## config.mk

```make
export PLATFORM = sky130hd
export DESIGN_NAME = kcs_mbox_chan
export DESIGN_NICKNAME = d
export VERILOG_FILES = /design/src/rtl/kcs_mbox_pkg.sv /design/src/rtl/kcs_addr_decode.sv /design/src/rtl/kcs_mbox_regs.sv /design/src/rtl/kcs_mbox_chan.sv
export SDC_FILE = /design/constraint.sdc
export NUM_CORES = 1
export LEC_CHECK = 0
export ABC_AREA = 1
export CAP_MARGIN = 20
export CELL_PAD_IN_SITES_DETAIL_PLACEMENT = 0
export CELL_PAD_IN_SITES_GLOBAL_PLACEMENT = 1
export CORE_MARGIN = 2
export CORE_UTILIZATION = 38
export DETAILED_ROUTE_END_ITERATION = 10
export DONT_BUFFER_PORTS = 1
export GPL_TIMING_DRIVEN = 0
export PLACE_DENSITY = 0.86
export RECOVER_POWER = 25
export SYNTH_ARGS = -nofsm -noshare
export SYNTH_HDL_FRONTEND = slang
export SYNTH_SLANG_ARGS = --single-unit
```

## constraint.sdc

```tcl
create_clock -name clk -period 2.5 [get_ports clk]
set_input_delay 0.5 -clock clk [delete_from_list [all_inputs] [get_ports clk]]
set_output_delay 0.5 -clock clk [all_outputs]
set_load 0.005 [all_outputs]
```

## src/rtl/kcs_mbox_pkg.sv

```systemverilog
package kcs_mbox_pkg;
  localparam int BYTE_W = 8;

  localparam int STS_OBF = 0;
  localparam int STS_IBF = 1;
  localparam int STS_CD  = 3;
  localparam logic [BYTE_W-1:0] STS_SW_MASK = 8'hF4;

  localparam int CTL_CHEN  = 0;
  localparam int CTL_IBFIE = 1;

  typedef enum logic [1:0] {
    MREG_IDR = 2'd0,
    MREG_ODR = 2'd1,
    MREG_STS = 2'd2,
    MREG_CTL = 2'd3
  } mreg_e;
endpackage

```

## src/rtl/kcs_addr_decode.sv

```systemverilog
module kcs_addr_decode #(
  parameter int AW       = 16,
  parameter int STRIDE_W = 4,
  parameter int STRIDE_N = 1
) (
  input  logic          enable,
  input  logic [AW-1:0] data_addr,
  input  logic          wide_stride,
  input  logic          stat_override,
  input  logic [AW-1:0] stat_addr_cfg,
  input  logic [AW-1:0] host_addr,
  input  logic          host_active,
  output logic          hit_data,
  output logic          hit_stat
);
  localparam logic [AW-1:0] OFS_W = AW'(STRIDE_W);
  localparam logic [AW-1:0] OFS_N = AW'(STRIDE_N);

  logic [AW-1:0] inferred_addr;
  logic [AW-1:0] stat_addr;
  logic          data_match;
  logic          stat_match;

  always_comb begin
    inferred_addr = data_addr + (wide_stride ? OFS_W : OFS_N);
    stat_addr     = stat_override ? stat_addr_cfg : inferred_addr;
    data_match    = (host_addr == data_addr);
    stat_match    = (host_addr == stat_addr);
    hit_data      = enable & host_active & data_match;
    hit_stat      = enable & host_active & stat_match & ~data_match;
  end
endmodule

```

## src/rtl/kcs_mbox_regs.sv

```systemverilog
module kcs_mbox_regs import kcs_mbox_pkg::*; #(
  parameter int DW = BYTE_W
) (
  input  logic          clk,
  input  logic          rst_n,
  input  logic          host_wr_data,
  input  logic          host_wr_stat,
  input  logic          host_rd_data,
  input  logic [DW-1:0] host_wdata,
  input  logic          mgmt_idr_rd,
  input  logic          mgmt_odr_wr,
  input  logic          mgmt_sts_wr,
  input  logic          mgmt_ctl_wr,
  input  logic [DW-1:0] mgmt_wdata,
  output logic [DW-1:0] idr,
  output logic [DW-1:0] odr,
  output logic [DW-1:0] status,
  output logic          chan_en,
  output logic          ibf_ie,
  output logic          odr_evt
);
  logic          obf_q, obf_d;
  logic          ibf_q, ibf_d;
  logic          cd_q, cd_d;
  logic [DW-1:0] sw_q, sw_d;
  logic [DW-1:0] idr_q, idr_d;
  logic [DW-1:0] odr_q, odr_d;
  logic          chen_q, chen_d;
  logic          ie_q, ie_d;
  logic          evt_q, evt_d;
  logic          host_wr_any;

  always_comb begin
    host_wr_any = host_wr_data | host_wr_stat;

    obf_d = obf_q;
    if (host_rd_data) obf_d = 1'b0;
    if (mgmt_odr_wr)  obf_d = 1'b1;

    ibf_d = ibf_q;
    if (mgmt_idr_rd) ibf_d = 1'b0;
    if (host_wr_any) ibf_d = 1'b1;

    cd_d = cd_q;
    if (host_wr_data) cd_d = 1'b0;
    if (host_wr_stat) cd_d = 1'b1;

    idr_d  = host_wr_any ? host_wdata : idr_q;
    odr_d  = mgmt_odr_wr ? mgmt_wdata : odr_q;
    sw_d   = mgmt_sts_wr ? (mgmt_wdata & STS_SW_MASK) : sw_q;
    chen_d = mgmt_ctl_wr ? mgmt_wdata[CTL_CHEN]  : chen_q;
    ie_d   = mgmt_ctl_wr ? mgmt_wdata[CTL_IBFIE] : ie_q;
    evt_d  = mgmt_odr_wr;
  end

  always_ff @(posedge clk or negedge rst_n) begin
    if (!rst_n) begin
      obf_q  <= 1'b0;
      ibf_q  <= 1'b0;
      cd_q   <= 1'b0;
      sw_q   <= '0;
      idr_q  <= '0;
      odr_q  <= '0;
      chen_q <= 1'b0;
      ie_q   <= 1'b0;
      evt_q  <= 1'b0;
    end else begin
      obf_q  <= obf_d;
      ibf_q  <= ibf_d;
      cd_q   <= cd_d;
      sw_q   <= sw_d;
      idr_q  <= idr_d;
      odr_q  <= odr_d;
      chen_q <= chen_d;
      ie_q   <= ie_d;
      evt_q  <= evt_d;
    end
  end

  always_comb begin
    status          = sw_q;
    status[STS_OBF] = obf_q;
    status[STS_IBF] = ibf_q;
    status[STS_CD]  = cd_q;
  end

  assign idr     = idr_q;
  assign odr     = odr_q;
  assign chan_en = chen_q;
  assign ibf_ie  = ie_q;
  assign odr_evt = evt_q;
endmodule

```

## src/rtl/kcs_mbox_chan.sv

```systemverilog
module kcs_mbox_chan import kcs_mbox_pkg::*; #(
  parameter int AW       = 16,
  parameter int DW       = BYTE_W,
  parameter int STRIDE_W = 4,
  parameter int STRIDE_N = 1
) (
  input  logic          clk,
  input  logic          rst_n,
  input  logic [AW-1:0] cfg_data_addr,
  input  logic          cfg_wide_stride,
  input  logic          cfg_stat_override,
  input  logic [AW-1:0] cfg_stat_addr,
  input  logic [AW-1:0] host_addr,
  input  logic          host_wr,
  input  logic          host_rd,
  input  logic [DW-1:0] host_wdata,
  output logic [DW-1:0] host_rdata,
  output logic          host_claim,
  input  logic [1:0]    mgmt_sel,
  input  logic          mgmt_wr,
  input  logic          mgmt_rd,
  input  logic [DW-1:0] mgmt_wdata,
  output logic [DW-1:0] mgmt_rdata,
  output logic          ibf_irq,
  output logic          odr_written
);
  logic          hit_data, hit_stat;
  logic [DW-1:0] idr, odr, sts;
  logic          chan_en, ibf_ie;
  mreg_e         sel;

  assign sel = mreg_e'(mgmt_sel);

  kcs_addr_decode #(
    .AW(AW), .STRIDE_W(STRIDE_W), .STRIDE_N(STRIDE_N)
  ) u_dec (
    .enable        (chan_en),
    .data_addr     (cfg_data_addr),
    .wide_stride   (cfg_wide_stride),
    .stat_override (cfg_stat_override),
    .stat_addr_cfg (cfg_stat_addr),
    .host_addr     (host_addr),
    .host_active   (host_wr | host_rd),
    .hit_data      (hit_data),
    .hit_stat      (hit_stat)
  );

  kcs_mbox_regs #(.DW(DW)) u_regs (
    .clk          (clk),
    .rst_n        (rst_n),
    .host_wr_data (hit_data & host_wr),
    .host_wr_stat (hit_stat & host_wr),
    .host_rd_data (hit_data & host_rd & ~host_wr),
    .host_wdata   (host_wdata),
    .mgmt_idr_rd  (mgmt_rd & (sel == MREG_IDR)),
    .mgmt_odr_wr  (mgmt_wr & (sel == MREG_ODR)),
    .mgmt_sts_wr  (mgmt_wr & (sel == MREG_STS)),
    .mgmt_ctl_wr  (mgmt_wr & (sel == MREG_CTL)),
    .mgmt_wdata   (mgmt_wdata),
    .idr          (idr),
    .odr          (odr),
    .status       (sts),
    .chan_en      (chan_en),
    .ibf_ie       (ibf_ie),
    .odr_evt      (odr_written)
  );

  always_comb begin
    host_claim = hit_data | hit_stat;
    host_rdata = '0;
    if (hit_data)      host_rdata = odr;
    else if (hit_stat) host_rdata = sts;
  end

  always_comb begin
    unique case (sel)
      MREG_IDR: mgmt_rdata = idr;
      MREG_ODR: mgmt_rdata = odr;
      MREG_STS: mgmt_rdata = sts;
      default: begin
        mgmt_rdata            = '0;
        mgmt_rdata[CTL_CHEN]  = chan_en;
        mgmt_rdata[CTL_IBFIE] = ibf_ie;
      end
    endcase
  end

  assign ibf_irq = sts[STS_IBF] & ibf_ie;
endmodule

```

==> impl_metrics.env, run 1 <==
export IMPL_status="finished with violations"
export IMPL_violations="negative setup slack"
export IMPL_worstMarginPinSlew_ns=1.393
export IMPL_grt_pass1_vias=2651
export IMPL_finalWorstSetupSlack_ns=-0.1289
export IMPL_syn_cell_area_sq_mm=0.002629
export IMPL_pwr_density_cell_mw_per_mm2=347.1
export IMPL_highest_layer="met4"
export IMPL_htreeDepth=1
export IMPL_final_area_sq_mm=0.003098
export IMPL_detail_route_wl_per_cell_microns=13.82
export IMPL_drt_iter0_drc=115
export IMPL_rows=30
export IMPL_wl_met1_microns=3297
export IMPL_dieArea_sq_mm=0.007599
export IMPL_timing_critical_path_slowest_cell_delay_ns=0.18
export IMPL_cp_max_fo=6
export IMPL_ys_seq_area_share_pct=25.70
export IMPL_fin_crit_ns=2.629
export IMPL_yosys_register_bits=27
export IMPL_gp_routability_congestion=0.8990
export IMPL_required_ns=2.00
export IMPL_clkTransAtPathRegs_ns=0.09
export IMPL_grt_pass1_wl_microns=12060
export IMPL_grt_max_degree=28
export IMPL_cpMaxStageDelayCell="nand3_4"
export IMPL_synth_top_area_share_pct=29.70
export IMPL_port_buffers=0
export IMPL_drtPass1Iterations=5
export IMPL_drive_gt1_share_pct=18.45
export IMPL_skew_ns=0.004494
export IMPL_wl_microns=7697
export IMPL_vias=2861
export IMPL_setup_viol=9
export IMPL_synth_area_leader_cell="nand2_1"
export IMPL_finalMaxSlewViolations=0
export IMPL_cp_end_kind="output pin"
export IMPL_fmax_ghz=0.3804
export IMPL_arrival_ns=2.13
export IMPL_antenna_found_initial=0
export IMPL_area_delta_synth_final_pct=17.85
export IMPL_yosysWarnings=0
export IMPL_die_y_microns=87.18
export IMPL_grt_use_total_pct=19.81
export IMPL_path_cells="inv_8, ha_4, buf_4, nand3_4, nand2_4, buf_12, nand2_8, nor2_1, nand2_1, nand3_1, nand3_1, nand2_1, nor2_2, nand3_4, inv_4, nand3_2, o21ai_2"
export IMPL_ant_nets=0
export IMPL_cts_inserted_buffers=3
export IMPL_coreArea_sq_mm=0.006756
export IMPL_timing_slew_headroom_pct=7.110
export IMPL_maxCapViolations=0
export IMPL_io_pins=93
export IMPL_hold_violations=0
export IMPL_syn_avg_cell_area_sq_um=5.690
export IMPL_final_cell_mix="nand2_1 (197), nand3_1 (56), inv_1 (52)"
export IMPL_synth_fp_nets=539
export IMPL_grt_setup_unrepaired="true"
export IMPL_start_kind="input pin"
export IMPL_dr_wl_met2_microns=3754
export IMPL_synth_area_leaders="nand2_1 (30%), dfrtp_1 (26%), nand3_1 (13%)"
export IMPL_cts_tree="built"
export IMPL_cts_path_max_buffers=2
export IMPL_final_nets=555
export IMPL_die_w_microns=87.18
export IMPL_final_common_cell="nand2_1"
export IMPL_synth_cell_types=29
export IMPL_fin_crit_sh_pct=105.2
export IMPL_hpwl_microns=5795
export IMPL_gr_total_overflow=0
export IMPL_syn_inst=462
export IMPL_dpl_cell_area_sq_mm=0.002731
export IMPL_root_buffer="clkbuf_8"
export IMPL_antenna_cells=0
export IMPL_via_per_inst=5.136
export IMPL_p_leak_nw=1.653
export IMPL_worstSetupPathType="in -> out"
export IMPL_nFillCells=708
export IMPL_wl_met3_microns=561
export IMPL_initial_utilization_pct=38.91
export IMPL_hp_class="in -> reg"
export IMPL_total_power_mw=1.075
export IMPL_ir_worst_vdd_mv=0.4532
export IMPL_cts_sinks=27
export IMPL_drc=0
export IMPL_clk_latency_ns=0.28
worst paths after layout:
kind | from | to | slack, ns | cells after the start
worst min register to register | u_regs.idr[3]$_DFFE_PN0P_ | u_regs.idr[3]$_DFFE_PN0P_ | 0.48 | 2
worst max-delay path | cfg_wide_stride | host_rdata[5] | -0.13 | 17
worst max register to register | u_regs.chan_en$_DFFE_PN0P_ | u_regs.idr[4]$_DFFE_PN0P_ | 0.50 | 13
max in group asynchronous | rst_n | u_regs.ibf_q$_DFFE_PN0P_ | 1.16 | 1
min in group asynchronous | rst_n | u_regs.odr[6]$_DFFE_PN0P_ | 0.52 | 1
worst min-delay path | mgmt_wdata[3] | u_regs.odr[3]$_DFFE_PN0P_ | 0.35 | 2
per-layer routing:
layer	GRT usage, %	vias to the layer above
li1	-	1483
met4	3.776	0
met5	0	-
met1	25.01	1287
met2	34.98	83
met3	4.265	8
flip-flops by register name (all words and copies together), names as in the netlist:
register / count
u_regs.idr: 8
u_regs.odr: 8
u_regs.sw_q: 5
u_regs.cd_q: 1
u_regs.chan_en: 1
u_regs.ibf_ie: 1
u_regs.ibf_q: 1
u_regs.obf_q: 1
u_regs.odr_evt: 1
cells in the mapped netlist:
master    number
clkbuf_1       2
o21ai_1        4
a21oi_1        1
nand2_1      208
nor2_2         6
or2_0          1
o21ai_0       17
dfrtp_1       27
nand3_2        4
nand4_1        5
inv_1         53
nand2_4        2
buf_4          2
nor3_1         1
nand3_1       68
nor2_4         2
or2_2          5
clkinv_1       2
inv_2          4
nand4_2        1
o211ai_1       1
o31ai_1        1
buf_2          2
ha_1           3
nor3_2         1
nand2_2        8
o21bai_4       1
nor2_1        27
xor2_1         3
worst max-delay path: cells and delay by family:
| kind | cells | cell delay [ns] |
|---|---|---|
| AO/OA/AOI/OAI | 1 | 0.08 |
| AND/OR/NAND/NOR | 11 | 0.94 |
| adder cells (fa/ha/maj) | 1 | 0.15 |
| buffers and inverters | 4 | 0.42 |
cells by family after synthesis:
group           synth area share (%)
simple gates                   56.74
fa+ha+maj                      1.428
buf+inv                        9.662
xor+xnor                      0.9997
flops                          25.70
compound gates                 5.474
area by class of cell:
class,instances,area [sq um],area share [%]
inverter,59,241.5,7.795
tap,80,100.1,3.231
clock buffer,3,41.29,1.333
timing repair inverter,2,12.51,0.4039
timing repair buffer,8,68.82,2.221
sequential,27,675.6,21.81
buffer,6,32.53,1.050
multi-input combinational,371,1921,62.00
clock inverter,1,5.005,0.1616
stage by stage:
stage / utilization (%) / setup slack, ns / hold slack [ns] / setup TNS (ns) / instances
after floorplan: - / 0.02459 / 0.2044 / 0 / 462
after global placement: 40.43 / -0.3591 / 0.2049 / -5.022 / 542
after detailed placement: 40.43 / -0.3883 / 0.2048 / -5.808 / 542
after CTS: 44.46 / -0.1921 / 0.03100 / -1.556 / 554
after global routing: 45.85 / -0.2438 / 0.3524 / -2.092 / 557
final: 45.85 / -0.1289 / 0.3499 / -1.039 / 557
timing repair:
item	4_1_cts	5_1_grt
pin swaps	15	23
hold endpoints to repair	27	0
resized for setup	31	22
hold buffers	1	0
setup endpoints to repair	9	15
gates cloned	2	1
buffers inserted	5	2
power breakdown:
part / leakage (nW) / internal, mW / total, mW / switching [mW]
combinational: 1.28 / 0.117 / 0.314 / 0.197
clock: 0.0255 / 0.112 / 0.250 / 0.139
sequential: 0.349 / 0.476 / 0.510 / 0.0343
No activity file was read; power rests on OpenSTA's default activity.
==> run 2, diff against run 1 <==
--- a/config.mk
+++ b/config.mk
@@ -9,7 +9,6 @@
 export CAP_MARGIN = 20
 export CELL_PAD_IN_SITES_DETAIL_PLACEMENT = 0
 export CELL_PAD_IN_SITES_GLOBAL_PLACEMENT = 1
-export CORE_MARGIN = 2
 export CORE_UTILIZATION = 38
 export DETAILED_ROUTE_END_ITERATION = 10
 export DONT_BUFFER_PORTS = 1
==> run 2 against run 1 <==
- the flow still finishes with violations (negative setup slack)
- clock power increased by 2%
- power decreased by 0.90%
- utilization increased by 0.46 points
- fmax decreased by 0.42%
- combinational power decreased by 4%
- flip-flop and latch count unchanged
- sequential power about the same
- first-iteration DRC count decreased by 19%
- clock-buffer cell count unchanged
- die area decreased by 4.5%
- critical endpoint is now host_rdata[1]
==> impl_metrics.env, run 2 (synthesis results as in run 1) <==
export IMPL_clk_latency_ns=0.28
export IMPL_worstSetupPathType="in -> out"
export IMPL_finalWorstSetupSlack_ns=-0.1401
export IMPL_violations="negative setup slack"
export IMPL_timing_slew_headroom_pct=4.395
export IMPL_wl_met3_microns=638
export IMPL_switching_share_pct=34.54
export IMPL_rows=29
export IMPL_p_clk_share_pct=23.8
export IMPL_rrSetupSlack_ns=0.47
export IMPL_drive_gt1_share_pct=16.70
export IMPL_grt_max_degree=28
export IMPL_root_buffer="clkbuf_8"
export IMPL_antenna_cells=0
export IMPL_dp_slack_ns=-0.3513
export IMPL_final_cell_mix="nand2_1 (197), nand3_1 (58), inv_1 (51)"
export IMPL_drtPass1Iterations=4
export IMPL_die_y_microns=85.18
export IMPL_status="finished with violations"
export IMPL_dieArea_sq_mm=0.007255
export IMPL_gp_routability_congestion=0.8630
export IMPL_required_ns=2.00
export IMPL_dr_wl_met2_microns=3600
export IMPL_io_pins=93
export IMPL_worstMarginPinSlew_ns=1.434
export IMPL_p_comb_share_pct=28.2
export IMPL_area_delta_synth_final_pct=14.42
export IMPL_drc=0
export IMPL_netSwitchingPower_mw=0.3681
export IMPL_grt_pass1_wl_microns=12390
export IMPL_cp_max_fo=5
export IMPL_setup_viol=9
export IMPL_clkTransAtPathRegs_ns=0.09
export IMPL_cts_tree="built"
export IMPL_fin_crit_sh_pct=105.6
export IMPL_grt_setup_unrepaired="true"
export IMPL_via_per_inst=5.158
export IMPL_die_w_microns=85.18
export IMPL_fin_crit_ns=2.640
export IMPL_nFillCells=722
export IMPL_wl_met1_microns=3212
export IMPL_port_buffers=0
export IMPL_initial_utilization_pct=40.47
export IMPL_arrival_ns=2.14
export IMPL_highest_layer="met4"
export IMPL_coreArea_sq_mm=0.006495
export IMPL_cp_end_kind="output pin"
export IMPL_antenna_found_initial=0
export IMPL_p_leak_nw=1.624
export IMPL_seqPwrFrac_pct=48.0
export IMPL_dpl_cell_area_sq_mm=0.002728
export IMPL_detail_route_wl_per_cell_microns=13.77
export IMPL_drt_iter0_drc=93
export IMPL_cts_path_max_buffers=2
export IMPL_ir_worst_vdd_mv=0.3564
export IMPL_htreeDepth=1
export IMPL_grt_use_total_pct=21.48
export IMPL_hp_class="in -> reg"
export IMPL_cts_inserted_buffers=3
export IMPL_vias=2837
export IMPL_wl_microns=7571
export IMPL_skew_ns=0.003776
export IMPL_hold_violations=0
export IMPL_grt_pass1_vias=2711
export IMPL_cts_sinks=27
export IMPL_hpwl_microns=5818
export IMPL_final_nets=551
export IMPL_start_kind="input pin"
export IMPL_fmax_ghz=0.3788
export IMPL_maxCapViolations=0
export IMPL_ant_nets=0
export IMPL_final_area_sq_mm=0.003008
export IMPL_final_common_cell="nand2_1"
export IMPL_pwr_density_cell_mw_per_mm2=354.2
export IMPL_finalMaxSlewViolations=0
export IMPL_cellInternalPower_mw=0.6974
export IMPL_gr_total_overflow=0
## run 2: through the flow
stage / TNS (ns) / power, mW / util (%) / instances / hold slack (ns)
floorplan: 0 / 0.7210 / - / 462 / 0.2044
global placement: -4.895 / 0.7714 / 42.00 / 539 / 0.2052
detailed placement: -5.013 / 0.7785 / 42.00 / 539 / 0.2052
CTS: -1.934 / 1.061 / 45.04 / 549 / 0.02225
global route: -2.302 / 1.140 / 46.31 / 550 / 0.3155
finish: -1.135 / 1.065 / 46.31 / 550 / 0.3225
## run 2: cell type report
type	instances	area [sq um]	share of cell area, %
multi-input combinational	372	1886	62.69
sequential	27	675.6	22.46
inverter	59	239.0	7.945
tap	77	96.34	3.203
clock buffer	3	41.29	1.373
buffer	6	32.53	1.082
timing repair buffer	4	26.28	0.8735
timing repair inverter	1	6.256	0.2080
clock inverter	1	5.005	0.1664
## run 2: final timing paths
check                                      startpoint                          to  cells past startpoint
hold reg to reg             u_regs.idr[3]$_DFFE_PN0P_   u_regs.idr[3]$_DFFE_PN0P_                      2
hold / removal                          mgmt_wdata[3]   u_regs.odr[3]$_DFFE_PN0P_                      2
min in group asynchronous                       rst_n   u_regs.idr[2]$_DFFE_PN0P_                      1
max in group asynchronous                       rst_n  u_regs.chan_en$_DFFE_PN0P_                      1
setup reg to reg           u_regs.chan_en$_DFFE_PN0P_   u_regs.idr[2]$_DFFE_PN0P_                     13
setup / recovery                      cfg_wide_stride               host_rdata[1]                     15
## run 2: timing repair
item,4_1_cts,5_1_grt
endpoints found under the setup margin,9,10
hold buffers,1,0
cloned,2,1
hold endpoints to repair,27,0
gates resized for setup,22,23
pin swaps,10,12
buffers inserted,3,0
## run 2: critical path: stages
cell and delay (ns):
inv_8 0.01, ha_4 0.15, ha_4 0.26, nand2_2 0.06, nand3_2 0.06, nand2_1 0.04
inv_1 0.06, nand3_2 0.05, nor2_1 0.09, nand3_1 0.11, nor3_2 0.25, nand4_4 0.20
clkinv_4 0.14, nand3_2 0.07, nand2_2 0.09
## run 2: layer usage
| layer | vias to the layer above | track usage (%) |
|---|---|---|
| li1 | 1472 | - |
| met1 | 1263 | 27.06 |
| met2 | 93 | 36.88 |
| met3 | 9 | 3.891 |
| met4 | 0 | 7.550 |
| met5 | - | 0 |
## run 2: power by group through the flow
stage,Combinational [mW],Sequential [mW],Clock (mW)
2_1_floorplan,0.214,0.507,0
3_3_place_gp,0.256,0.515,0
3_5_place_dp,0.262,0.517,0
4_1_cts,0.291,0.509,0.261
5_1_grt,0.347,0.517,0.276
6_report,0.301,0.511,0.254
==> run 3, diff against run 2 <==
--- a/config.mk
+++ b/config.mk
@@ -9,6 +9,7 @@
 export CAP_MARGIN = 20
 export CELL_PAD_IN_SITES_DETAIL_PLACEMENT = 0
 export CELL_PAD_IN_SITES_GLOBAL_PLACEMENT = 1
+export CORE_MARGIN = 3
 export CORE_UTILIZATION = 38
 export DETAILED_ROUTE_END_ITERATION = 10
 export DONT_BUFFER_PORTS = 1
==> run 3 against run 2 <==
- the flow still finishes with violations (negative setup slack)
- critical endpoint is now host_rdata[5]
- combinational power rose by 1%
- flip-flop and latch count did not move
- non-clock buffer count rose by 1
- worst setup slack got worse by 0.018 ns
- via count rose by 1.2%
- clock power rose by 2%
- global-route usage fell by 1.0 points
- worst hold slack improved by 0.023 ns
- fmax fell by 0.70%
==> impl_metrics.env, run 3 (synthesis results as in run 1) <==
export IMPL_status="finished with violations"
export IMPL_violations="negative setup slack"
export IMPL_timing_critical_path_slowest_cell_delay_ns=0.27
export IMPL_gr_total_overflow=0
export IMPL_rrSetupSlack_ns=0.43
export IMPL_total_power_mw=1.076
export IMPL_cts_tree="built"
export IMPL_min_path_cells=2
export IMPL_finalWorstSetupSlack_ns=-0.1586
export IMPL_required_ns=2.00
export IMPL_cellInternalPower_mw=0.7003
export IMPL_utilization_pct=46.48
export IMPL_critPathBufInv=3
export IMPL_final_area_sq_mm=0.003035
export IMPL_maxCapViolations=0
export IMPL_grt_use_total_pct=20.45
export IMPL_timing_slew_headroom_pct=3.199
export IMPL_crit_top_cell="nand3_2"
export IMPL_p_leak_nw=1.637
export IMPL_antenna_cells=0
export IMPL_worstMarginPinSlew_ns=1.452
export IMPL_cts_inserted_buffers=3
export IMPL_clk_latency_ns=0.28
export IMPL_detail_route_wl_per_cell_microns=14.28
export IMPL_gp_routability_congestion=0.9333
export IMPL_grt_setup_unrepaired="true"
export IMPL_arrival_ns=2.16
export IMPL_fin_crit_ns=2.659
export IMPL_reg2reg_to="u_regs.idr[2]$_DFFE_PN0P_"
export IMPL_setup_viol=9
export IMPL_clkTransAtPathRegs_ns=0.10
export IMPL_htreeDepth=1
export IMPL_cp_max_fo=5
export IMPL_via_per_inst=5.203
export IMPL_grt_pass1_wl_microns=12800
export IMPL_drt_iter0_drc=129
export IMPL_wl_microns=7881
export IMPL_drc=0
export IMPL_timing_critical_path_max_delay_family="simple AND/OR/NAND/NOR gates"
export IMPL_grt_pass1_vias=2743
export IMPL_vias=2872
export IMPL_cpMaxStageDelayCell="ha_4"
export IMPL_root_buffer="clkbuf_8"
export IMPL_ir_worst_vdd_mv=0.3078
export IMPL_whs_ns=0.3458
export IMPL_antenna_found_initial=0
export IMPL_hpwl_microns=5946
export IMPL_reg2reg_depth=13
export IMPL_drive_gt1_share_pct=16.84
export IMPL_finalMaxSlewViolations=0
export IMPL_hold_end="u_regs.idr[6]$_DFFE_PN0P_"
export IMPL_path_cells="inv_8, ha_4, ha_4, nand2_4, nand3_2, nand2_1, inv_1, nand3_2, nor2_2, nand3_2, nor3_4, nand4_4, clkinv_4, nand3_1, o21ai_2"
export IMPL_min_from="host_wdata[6]"
export IMPL_cp_end_kind="output pin"
export IMPL_dpl_cell_area_sq_mm=0.002728
export IMPL_p_clk_share_pct=24.2
export IMPL_rows=29
export IMPL_skew_ns=0.009353
export IMPL_use_met1_pct=25.80
export IMPL_dieArea_sq_mm=0.007952
export IMPL_final_nets=553
export IMPL_io_pins=93
export IMPL_ant_nets=0
export IMPL_post_place_cells=539
export IMPL_die_w_microns=89.18
export IMPL_rr_startpoint="u_regs.chan_en$_DFFE_PN0P_"
export IMPL_grt_max_degree=28
export IMPL_port_buffers=0
export IMPL_area_delta_synth_final_pct=15.47
export IMPL_cts_sinks=27
export IMPL_dp_slack_ns=-0.3808
export IMPL_final_cell_mix="nand2_1 (199), nand3_1 (57), inv_1 (52)"
export IMPL_die_y_microns=89.18
export IMPL_start_kind="input pin"
export IMPL_final_cells=552
export IMPL_initial_utilization_pct=40.25
export IMPL_worstSetupPathType="in -> out"
export IMPL_p_comb_share_pct=28.3
export IMPL_drtPass1Iterations=4
export IMPL_switching_share_pct=34.92
export IMPL_crit_start="cfg_wide_stride"
export IMPL_hold_violations=0
export IMPL_netSwitchingPower_mw=0.3758
export IMPL_fmax_ghz=0.3761
export IMPL_pwr_density_cell_mw_per_mm2=354.5
export IMPL_grt_use_met3_pct=4.700
export IMPL_seqPwrFrac_pct=47.5
export IMPL_coreArea_sq_mm=0.006531
export IMPL_hp_class="in -> reg"
export IMPL_final_common_cell="nand2_1"
export IMPL_top_usage_layer="met2"
export IMPL_grtUsageMet2_pct=34.76
export IMPL_cts_path_max_buffers=2
export IMPL_tns_ns=-1.264
export IMPL_fin_crit_sh_pct=106.3
run 3: cell types whose count changed in the layout (fill, tap and decap cells not counted), moves of 2 or more:
cell	delta
nand3_2	+2
nand2_2	-3
clkinv_4	+2
nand2_1	+2
run 3: worst max-delay path by stage:
| stage | end | slack [ns] | depth (start not counted) |
|---|---|---|---|
| after floorplan | host_rdata[5] | 0.02 | 13 |
| after global placement | host_rdata[5] | -0.36 | 13 |
| after detailed placement | host_rdata[7] | -0.38 | 13 |
| after CTS | host_claim | -0.17 | 13 |
| after global routing | host_rdata[1] | -0.28 | 15 |
| final | host_rdata[5] | -0.16 | 15 |
run 3: per-layer routing:
| metal | up-vias | share of wire (%) |
|---|---|---|
| met1 | 1279 | 42 |
| met4 | 0 | 2.1 |
| met5 | - | 0 |
| met3 | 13 | 8.3 |
| met2 | 101 | 47 |
| li1 | 1479 | - |
run 3: layout make-up:
cell class / instances / area [sq um]
clock buffer: 3 / 41.29
sequential: 27 / 675.6
multi-input combinational: 372 / 1892
timing repair inverter: 2 / 17.52
inverter: 59 / 239.0
timing repair buffer: 5 / 33.78
tap: 77 / 96.34
buffer: 6 / 32.53
fill: 724 / 3496
clock inverter: 1 / 7.507
run 3: power groups by stage:
stage	Combinational [mW]	Clock [mW]	Sequential [mW]
4_1_cts	0.303	0.262	0.510
6_report	0.305	0.260	0.511
2_1_floorplan	0.214	0	0.507
3_5_place_dp	0.263	0	0.517
3_3_place_gp	0.256	0	0.516
5_1_grt	0.351	0.282	0.518
run 3: timing repair:
action / CTS / global route
endpoints found under the setup margin: 9 / 9
buffers inserted: 4 / 0
hold buffers: 1 / 0
hold endpoints to repair: 27 / 0
pin swaps: 13 / 12
resized for setup: 37 / 8
cloned: 4 / 0
